$ cat src/rtl/wpb_pkg.sv
package wpb_pkg;
  typedef enum logic [1:0] {
    COMMIT_NONE  = 2'd0,
    COMMIT_WORD  = 2'd1,
    COMMIT_SCRAP = 2'd2
  } commit_e;
endpackage

$ cat src/rtl/wpb_enable_latch.sv
module wpb_enable_latch (
  input  logic clk,
  input  logic rst,
  input  logic set_i,
  input  logic clr_i,
  output logic q_o
);
  always_ff @(posedge clk) begin
    if (rst)        q_o <= 1'b0;
    else if (clr_i) q_o <= 1'b0;
    else if (set_i) q_o <= 1'b1;
  end
endmodule

$ cat src/rtl/wpb_prog_timer.sv
module wpb_prog_timer #(
  parameter int PROG_CYCLES = 500000
) (
  input  logic             clk,
  input  logic             rst,
  input  logic             start_i,
  input  logic             abort_i,
  output logic             busy_o,
  output logic             rdy_o,
  output wpb_pkg::commit_e commit_o
);
  localparam int CNT_W = $clog2(PROG_CYCLES + 1);

  logic [CNT_W-1:0] cnt_q;
  logic             last_w;

  assign last_w = (cnt_q == CNT_W'(1));

  always_comb begin
    if (!busy_o)      commit_o = wpb_pkg::COMMIT_NONE;
    else if (abort_i) commit_o = wpb_pkg::COMMIT_SCRAP;
    else if (last_w)  commit_o = wpb_pkg::COMMIT_WORD;
    else              commit_o = wpb_pkg::COMMIT_NONE;
  end

  always_ff @(posedge clk) begin
    if (rst) begin
      busy_o <= 1'b0;
      rdy_o  <= 1'b1;
      cnt_q  <= '0;
    end else if (busy_o) begin
      if (abort_i || last_w) begin
        busy_o <= 1'b0;
        rdy_o  <= 1'b1;
        cnt_q  <= '0;
      end else begin
        cnt_q <= cnt_q - CNT_W'(1);
      end
    end else if (start_i) begin
      busy_o <= 1'b1;
      rdy_o  <= 1'b0;
      cnt_q  <= CNT_W'(PROG_CYCLES);
    end
  end


  cnt_live_chk: assert property (@(posedge clk) disable iff (rst)
    busy_o |-> (cnt_q != '0));


  abort_drop_chk: assert property (@(posedge clk) disable iff (rst)
    (busy_o && abort_i) |=> !busy_o);


  rdy_inverse_chk: assert property (@(posedge clk) disable iff (rst)
    rdy_o == !busy_o);
endmodule

$ cat src/rtl/wpb_word_store.sv
module wpb_word_store #(
  parameter int ADDR_W = 7,
  parameter int DATA_W = 16
) (
  input  logic              clk,
  input  logic              rst,
  input  logic              we_i,
  input  logic [ADDR_W-1:0] waddr_i,
  input  logic [DATA_W-1:0] wdata_i,
  input  logic              re_i,
  input  logic [ADDR_W-1:0] raddr_i,
  output logic [DATA_W-1:0] rdata_o,
  output logic              rvalid_o
);
  localparam int DEPTH = 1 << ADDR_W;

  logic [DATA_W-1:0] mem [DEPTH];

  always_ff @(posedge clk) begin
    if (we_i) mem[waddr_i] <= wdata_i;
    if (re_i) rdata_o <= mem[raddr_i];
  end

  always_ff @(posedge clk) begin
    if (rst) rvalid_o <= 1'b0;
    else     rvalid_o <= re_i;
  end


  rvalid_src_chk: assert property (@(posedge clk) disable iff (rst)
    rvalid_o |-> $past(re_i));
endmodule

$ cat src/rtl/wp_busy_ctrl.sv
module wp_busy_ctrl #(
  parameter int ADDR_W      = 7,
  parameter int DATA_W      = 16,
  parameter int PROG_CYCLES = 500000
) (
  input  logic              clk,
  input  logic              rst,
  input  logic              prot_pin,
  input  logic              wen_cmd,
  input  logic              wds_cmd,
  input  logic              rd_cmd,
  input  logic [ADDR_W-1:0] rd_addr,
  input  logic              wr_cmd,
  input  logic [ADDR_W-1:0] wr_addr,
  input  logic [DATA_W-1:0] wr_data,
  output logic              wel_o,
  output logic              busy_o,
  output logic              rdy_pin_o,
  output logic              rd_valid_o,
  output logic [DATA_W-1:0] rd_data_o
);
  localparam logic [DATA_W-1:0] SCRAP_WORD = {DATA_W{1'b1}};

  logic              idle_w;
  logic              start_w;
  logic              re_w;
  logic              we_w;
  logic [ADDR_W-1:0] addr_q;
  logic [DATA_W-1:0] data_q;
  logic [DATA_W-1:0] commit_data_w;
  wpb_pkg::commit_e  commit_w;

  assign idle_w  = !busy_o;
  assign start_w = idle_w && wr_cmd && wel_o && !prot_pin;
  assign re_w    = idle_w && rd_cmd;
  assign we_w    = (commit_w != wpb_pkg::COMMIT_NONE);
  assign commit_data_w = (commit_w == wpb_pkg::COMMIT_SCRAP) ? SCRAP_WORD : data_q;

  always_ff @(posedge clk) begin
    if (rst) begin
      addr_q <= '0;
      data_q <= '0;
    end else if (start_w) begin
      addr_q <= wr_addr;
      data_q <= wr_data;
    end
  end

  wpb_enable_latch u_latch (
    .clk   (clk),
    .rst   (rst),
    .set_i (idle_w && wen_cmd),
    .clr_i (idle_w && wds_cmd),
    .q_o   (wel_o)
  );

  wpb_prog_timer #(.PROG_CYCLES(PROG_CYCLES)) u_timer (
    .clk      (clk),
    .rst      (rst),
    .start_i  (start_w),
    .abort_i  (prot_pin),
    .busy_o   (busy_o),
    .rdy_o    (rdy_pin_o),
    .commit_o (commit_w)
  );

  wpb_word_store #(.ADDR_W(ADDR_W), .DATA_W(DATA_W)) u_store (
    .clk      (clk),
    .rst      (rst),
    .we_i     (we_w),
    .waddr_i  (addr_q),
    .wdata_i  (commit_data_w),
    .re_i     (re_w),
    .raddr_i  (rd_addr),
    .rdata_o  (rd_data_o),
    .rvalid_o (rd_valid_o)
  );


  start_gate_chk: assert property (@(posedge clk) disable iff (rst)
    $rose(busy_o) |-> $past(wr_cmd && wel_o && !prot_pin));


  latch_hold_chk: assert property (@(posedge clk) disable iff (rst)
    busy_o |=> $stable(wel_o));


  read_block_chk: assert property (@(posedge clk) disable iff (rst)
    rd_valid_o |-> $past(rd_cmd && !busy_o));
endmodule

$ cat config.mk
export PLATFORM = sky130hd
export DESIGN_NAME = wp_busy_ctrl
export DESIGN_NICKNAME = d
export VERILOG_FILES = /design/src/rtl/wpb_pkg.sv /design/src/rtl/wpb_enable_latch.sv /design/src/rtl/wpb_prog_timer.sv /design/src/rtl/wpb_word_store.sv /design/src/rtl/wp_busy_ctrl.sv
export SDC_FILE = /design/constraint.sdc
export NUM_CORES = 2
export LEC_CHECK = 0
export BUFFER_PORTS_ARGS = -buffer_cell sky130_fd_sc_hd__buf_4
export CAP_MARGIN = 20
export CELL_PAD_IN_SITES_DETAIL_PLACEMENT = 1
export CELL_PAD_IN_SITES_GLOBAL_PLACEMENT = 1
export CORE_ASPECT_RATIO = 1.5
export CORE_MARGIN = 2
export CORE_UTILIZATION = 55
export DETAILED_ROUTE_END_ITERATION = 8
export PLACE_DENSITY_LB_ADDON = 0.3
export SETUP_SLACK_MARGIN = 0.1
export SYNTH_ARGS = -nofsm -noshare
export SYNTH_HDL_FRONTEND = slang
export SYNTH_HIERARCHICAL = 1
export SYNTH_SLANG_ARGS = --single-unit
$ cat constraint.sdc
create_clock -name clk -period 6.5 [get_ports clk]
set_clock_uncertainty 0.1 [all_clocks]
set_input_delay 0.65 -clock clk [delete_from_list [all_inputs] [get_ports clk]]
set_output_delay 0.65 -clock clk [all_outputs]
set_load 0.01 [all_outputs]
# Word level (Yosys, flattened, before mapping)
# Memories as Yosys holds them, arrays and structs flattened. A register that Yosys moved wholly into a read port is not among the register bits.
# Cells that the tools add are included.
[word_totals]
ff_bits = 46
ram_bits = 2048
inputBits = 37
out_inout_bits = 20
wordCells = 40
memories = 1
[mem_list]
columns = ["memory", "depth", "width", "rd", "rd_clocked_by_memory_dff", "wr", "line", "source"]
rows = [
  ["u_store.mem", 128, 16, 1, 1, 1, "wpb_word_store.sv:17", "logic [DATA_W-1:0] mem [DEPTH];"],
]
[op_classes]
addsub = 1
eq_ne = 3
muxes = 15
n_reduce_logical = 13
[ops]
columns = ["operator", "count"]
rows = [
  ["$mux W19", 3],
  ["$eq A19 B1 Y1 const B", 1],
  ["$sub A19 B1 Y19 const B", 1],
  ["$mux W16", 1],
  ["$mux W1", 9],
  ["$logic_and A1 B1 Y1", 6],
  ["$mux W2", 2],
  ["$reduce_bool A2 Y1", 2],
  ["$eq A2 B2 Y1 const B", 1],
  ["$logic_not A1 Y1", 2],
  ["$ne A2 B2 Y1 const B", 1],
  ["$reduce_and A2 Y1", 1],
  ["$reduce_or A2 Y1", 1],
  ["$logic_or A1 B1 Y1", 1],
]

# Longest topological paths before layout
[logic_depth]
word_depth = 7
depth_mapped = 10

# By module
# Netlist, hierarchy kept.
[modules_own_cells]
columns = ["mod", "n_inst", "cells_each", "area_per_inst_um2", "seq_area_each_um2"]
rows = [
  ["wpb_word_store", 1, 3088, 78706.7, 61999.5],
  ["wp_busy_ctrl", 1, 123, 1216.2, 460.4],
  ["wpb_prog_timer", 1, 147, 1189.9, 420.4],
  ["wpb_enable_latch", 1, 3, 33.8, 20.0],
]

# Worst setup path after synthesis
# No wires, ideal clock.
[synth_timing]
path_kind = "register to register"
startpoint = "register u_timer.cnt_q[4]"
endpoint = "memory u_store.mem[0][11], data pin"
arrival_ns = 2.961
required_time_ns = 5.659
slack_ns = 2.698
stages_incl_launch_ff = 7
n_path_buf = 1
period_less_slack_ns = 3.802
cell_sequence = "dfxtp_1 > nor4_1 > nand3_1 > nor3b_1 > nand2b_1 > clkbuf_1 > nand2b_1"
[synth_via]
elab_chain_len = 6
[synth_lines]
columns = ["item", "line", "source"]
rows = [
  ["start: declaration", "wpb_prog_timer.sv:14", "logic [CNT_W-1:0] cnt_q;"],
  ["start signal: assignment", "wpb_prog_timer.sv:37", "cnt_q <= cnt_q - CNT_W'(1);"],
  ["start signal: assignment", "wpb_prog_timer.sv:42", "cnt_q <= CNT_W'(PROG_CYCLES);"],
  ["$eq A19 B1 Y1", "wpb_prog_timer.sv:17", "assign last_w = (cnt_q == CNT_W'(1));"],
  ["$mux W1", "wpb_prog_timer.sv:22", "else if (last_w) commit_o = wpb_pkg::COMMIT_WORD;"],
  ["$mux W2", "wpb_prog_timer.sv:21", "else if (abort_i) commit_o = wpb_pkg::COMMIT_SCRAP;"],
  ["$mux W2", "wpb_prog_timer.sv:20", "if (!busy_o) commit_o = wpb_pkg::COMMIT_NONE;"],
  ["via commit_w[0]", "wp_busy_ctrl.sv:31", "wpb_pkg::commit_e commit_w;"],
  ["$eq A2 B2 Y1", "wp_busy_ctrl.sv:37", "assign commit_data_w = (commit_w == wpb_pkg::COMMIT_SCRAP) ? SCRAP_WORD : data_q;"],
  ["$mux W16", "wp_busy_ctrl.sv:37", ""],
  ["via commit_data_w[11]", "wp_busy_ctrl.sv:30", "logic [DATA_W-1:0] commit_data_w;"],
  ["end: declaration", "wpb_word_store.sv:17", ""],
]
# The timed path passes the listed nets, and every way through them passes these cells.

# Worst setup path after layout
[layout_timing]
startpoint = "register u_timer.cnt_q[2]"
endpoint = "memory u_store.mem[34][1] (enable)"
[layout_via]
elab_chain_len = 7
[layout_lines]
columns = ["item", "line", "source"]
rows = [
  ["$eq A19 B1 Y1", "wpb_prog_timer.sv:17", ""],
  ["$mux W1", "wpb_prog_timer.sv:22", ""],
  ["$mux W2", "wpb_prog_timer.sv:21", ""],
  ["$mux W2", "wpb_prog_timer.sv:20", ""],
  ["via commit_w[0]", "wp_busy_ctrl.sv:31", ""],
  ["$reduce_bool A2 Y1", "wp_busy_ctrl.sv:36", "assign we_w = (commit_w != wpb_pkg::COMMIT_NONE);"],
  ["via we_w", "wp_busy_ctrl.sv:27", "logic we_w;"],
  ["$mux W1", "wpb_word_store.sv:20", "if (we_i) mem[waddr_i] <= wdata_i;"],
  ["$mux W1 (implied by the code)", "wpb_word_store.sv:20", ""],
]
# The timed path passes the listed nets, and every way through them passes these cells.

==> Flow_metrics.wiki <==
{| class="wikitable"
! Metric !! Value
|-
| Cell leakage power || between 30 and 40 nW
|-
| Crit path buf inv count || 1
|-
| Yosys synthesis warning count || 6
|-
| Share of layout cells above drive strength 1 || 32.5%
|-
| Total count of max-transition violations in the final report || 0
|-
| Critical path startpoint category || flip-flop
|-
| Via count of the routed design || around 38,000
|-
| Compound-cell area share of the yosys netlist || less than 1%
|-
| Count of routing violations after the opening detailed-route iteration || around 4,800
|-
| Number of enable-type register cells in the synthesized netlist || between 2,000 and 2,500
|-
| Post-synthesis sequential element count || about 2,100
|-
| Commonest cells in the synthesized netlist || edfxtp_1, mux4_2, nor2_1, clkbuf_1, nand2b_1
|-
| Final non-filler cell area || about 91,000 um2
|-
| Maximum vdd ir drop || 0.313 mV
|-
| Adder-Cell Fraction of Synth Area || 0.0308%
|-
| Number of vias per cell || ~6.7
|-
| Number of cell rows || approximately 170
|-
| Part of the Yosys area used for sequential elements || 77.5%
|-
| Core Footprint || approximately 150,000 um2
|-
| Top_reg_cell synth || edfxtp_1
|-
| Post-synthesis share of cell area spent on xor and xnor gates || 0.0216%
|-
| CTS tree || yes
|-
| Fraction of post-synthesis cell area in the top cell type by area || roughly three quarters
|-
| Count of unresolved DRC violations after routing || 0
|-
| DPL Wire Length || about 120,000 um
|-
| Unrepaired setup endpoints after global routing || false
|-
| Synth-to-Final Area Change || 12.2%
|-
| Total power density per cell area || just under 300 nW/um2
|-
| Wire length of the first global-routing pass || between 200,000 and 300,000 um
|-
| Endpoint kind of the worst setup timing path || flip-flop
|-
| Required @ worst endpoint || roughly 7000 ps
|-
| Clock period minus worst slack || 4610 ps
|-
| Routability cong. || ~0.88
|-
| Die span in y || ~470 um
|-
| Sink Count || roughly 2,100
|-
| Die Outline Area || 151,000 um2
|-
| Count of endpoints failing setup in the final report || 0
|-
| Pin count of the biggest net entering global routing || 110
|-
| Kind of path behind the tightest hold check || input port to flip-flop
|-
| Count of input and output buffers || 56
|-
| CTS HTree Levels || 4
|-
| Global-route usage over all layers || between 20 and 30%
|-
| Leading cell types by total area after synthesis || edfxtp_1, mux4_2, dfxtp_1, nor2_1, nand2b_1
|-
| Slowest cell delay on critical path || about 790 ps
|-
| Overall overflow remaining after global route || 0
|-
| Number of buffers between clock root and the deepest sink || 3
|-
| Post-detailed-routing wire length || approximately 210,000 um
|-
| Routed wire per std cell || 36.6 um
|-
| Startpoint-to-endpoint class of the critical path || flip-flop to flip-flop
|-
| Largest driver fanout on the critical path || 16
|-
| Summed instance area of the synthesized netlist || between 80,000 and 90,000 um2
|-
| Distinct cells, synth || 51
|-
| CP cell instances || nor4_1 > nand3_1 > nor3b_1 > or2_2 > nor2b_1 > nand2_1 > nor2_1 > buf_4
|-
| Worst-path cell with the longest stage delay || nand2_1
|-
| Combinational family with the most area after synthesis || multiplexers
|-
| Crit-path leading delay family || simple AND/OR/NAND/NOR gates
|-
| Multiplexer area fraction after synthesis || approximately a fifth
|-
| Crit path arrival time || about 5000 ps
|-
| Syn_area_per_cell || 24.1 um2
|-
| Number of nets in the synthesized netlist || between 3,000 and 4,000
|-
| Max_cap viols || 0
|-
| Root buf cell || clkbuf_16
|-
| Initial antenna violation count || 6
|-
| Final hold violation count || 0
|-
| Transition at the pin with the smallest max-transition slack || between 1000 and 1500 ps
|-
| Number of global-route vias before repair || 40,971
|-
| Post-detailed-placement cell area || between 80,000 and 90,000 um2
|-
| Number of nets still failing antenna checks after routing || 0
|-
| First-pass iteration count of the detailed router || 6
|-
| Cell count after synthesis || roughly 3,400
|-
| Simple-gate portion of the synthesized area || under 10%
|-
| Clock insertion delay at the later pin of the skew report || 810 ps
|-
| Cell with the most instances after synthesis || edfxtp_1
|-
| Starting Density || between 50% and 60%
|-
| Die width || between 300 and 400 um
|-
| Number of top-level pins || between 50 and 60
|-
| Summed negative setup slack over all endpoints || 0 ps
|-
| Highest achievable clock rate || roughly 220 MHz
|-
| Outcome || finished clean
|-
| Final Net Count || 3,650
|-
| Final worst path period share || 70.9%
|-
| Normalized max-slew margin || 18.5%
|-
| Cell taking the most area after synthesis || edfxtp_1
|-
| Share of synthesized registers carrying an async set or reset || 0%
|-
| Clock input transition at the sequential cells of the worst setup and hold paths || around 60 ps
|-
| TritonCTS Buffers || 175
|}
[state kept, by name, indices dropped and copies added, names as in the netlist]
name	count
u_store/rvalid_o	1
data_q	16
u_timer/busy_o	1
u_timer/rdy_o	1
u_latch/q_o	1
addr_q	7
u_store/rdata_o	16
u_timer/cnt_q	19
u_store/mem	2048
[worst paths after layout]
kind                                                     from                      endpoint  slack (ps)  cells after the start
worst max-delay path            u_timer/cnt_q[2]$_SDFFE_PP0P_  u_store/mem[34][1]$_DFFE_PP_        1890                      8
worst min-delay path                               wr_data[8]        data_q[8]$_SDFFE_PP0P_          40                      3
worst max register to register  u_timer/cnt_q[2]$_SDFFE_PP0P_  u_store/mem[34][1]$_DFFE_PP_        1890                      8
worst min register to register        data_q[15]$_SDFFE_PP0P_       data_q[15]$_SDFFE_PP0P_         390                      2
[power breakdown]
part,switching (mW),internal (mW)
Sequential,0.0176,14.8
Combinational,0.560,0.399
Clock,4.79,5.95
Total,5.36,21.2
[per-layer routing]
metal | vias up | global-route usage, % | part of all wire (%)
met3 | 479 | 4.09 | 7.4
met1 | 20582 | 35.0 | 35
met4 | 0 | 14.7 | 5.7
met2 | 2036 | 49.1 | 52
li1 | 14927 | - | -
met5 | - | 0 | 0
[worst register-to-register path: stages, from the launching register on]
cell and delay, ps:
dfxtp_1 380, nor4_1 750, nand3_1 490, nor3b_1 360
or2_2 340, nor2b_1 330, nand2_1 790, nor2_1 410
buf_4 330
[layout make-up]
class | count | area [um2]
clock buffer | 212 | 4600
timing repair buffer | 255 | 2330
clock inverter | 109 | 1180
inverter | 2 | 7.51
tap | 1914 | 2390
multi-input combinational | 1067 | 17600
antenna | 7 | 17.5
sequential | 2110 | 62900
fill | 11477 | 55500
[repair_timing]
action / in CTS / in global routing
endpoints found under the setup margin: 0 / 0
gates resized for setup: 0 / 0
setup buffers: 0 / 0
hold endpoints to repair: 16 / 0
hold buffers: 16 / 0
[logic make-up after synthesis]
kind of cell               count (synthesis)
AOI/OAI and AO/OA                         48
and+or+nand+nor                          304
muxes                                    711
DFF                                     2110
buffers and inverters                    184
adders and majority gates                  2
xor gates and xnor gates                   2
[per-stage QoR]
| step | utilization, % | hold slack [ps] | power, mW | setup slack [ps] | instances |
|---|---|---|---|---|---|
| global placement | 57.9 | 364 | 16.0 | 2000 | 5322 |
| global route | 62.1 | 22.7 | 27.1 | 1780 | 5670 |
| detailed placement | 58.0 | 368 | 16.1 | 1940 | 5326 |
| CTS | 62.0 | 1.02 | 26.7 | 1920 | 5663 |
| floorplan | - | 344 | 15.7 | 2700 | 3361 |
| finish | 62.1 | 43.2 | 26.5 | 1890 | 5676 |
[cell usage in the layout, fill, tap and decap left out, types with 3 or more instances in the layout]
cell,synthesis,routed
clkinv_4,0,5
nor2_1,129,123
buf_4,1,209
dlygate4sd3_1,0,16
clkbuf_16,0,180
o211ai_1,8,8
inv_6,0,5
nand4_1,6,6
buf_12,2,17
buf_16,0,5
nand2b_4,0,7
nor2_2,0,6
nand2_1,25,25
bufinv_16,0,22
mux2i_1,23,23
nor4_1,6,6
clkinv_8,0,4
buf_8,0,5
nor3_1,17,8
nor3_4,0,5
dfxtp_1,46,46
clkinv_1,0,39
or4_1,4,4
or2b_4,0,9
diode_2,0,7
nand3_1,21,21
mux4_2,672,672
mux2_2,16,16
o21ai_0,18,18
nand2b_1,59,52
nor2b_1,9,9
clkinvlp_4,0,7
a21oi_1,4,4
edfxtp_1,2064,2064
nor3b_1,4,4
clkbuf_1,98,33
nor3_2,1,5
and2b_2,3,3
clkinv_2,0,24
o31ai_1,5,5
No activity file was read; power rests on OpenSTA's default activity.
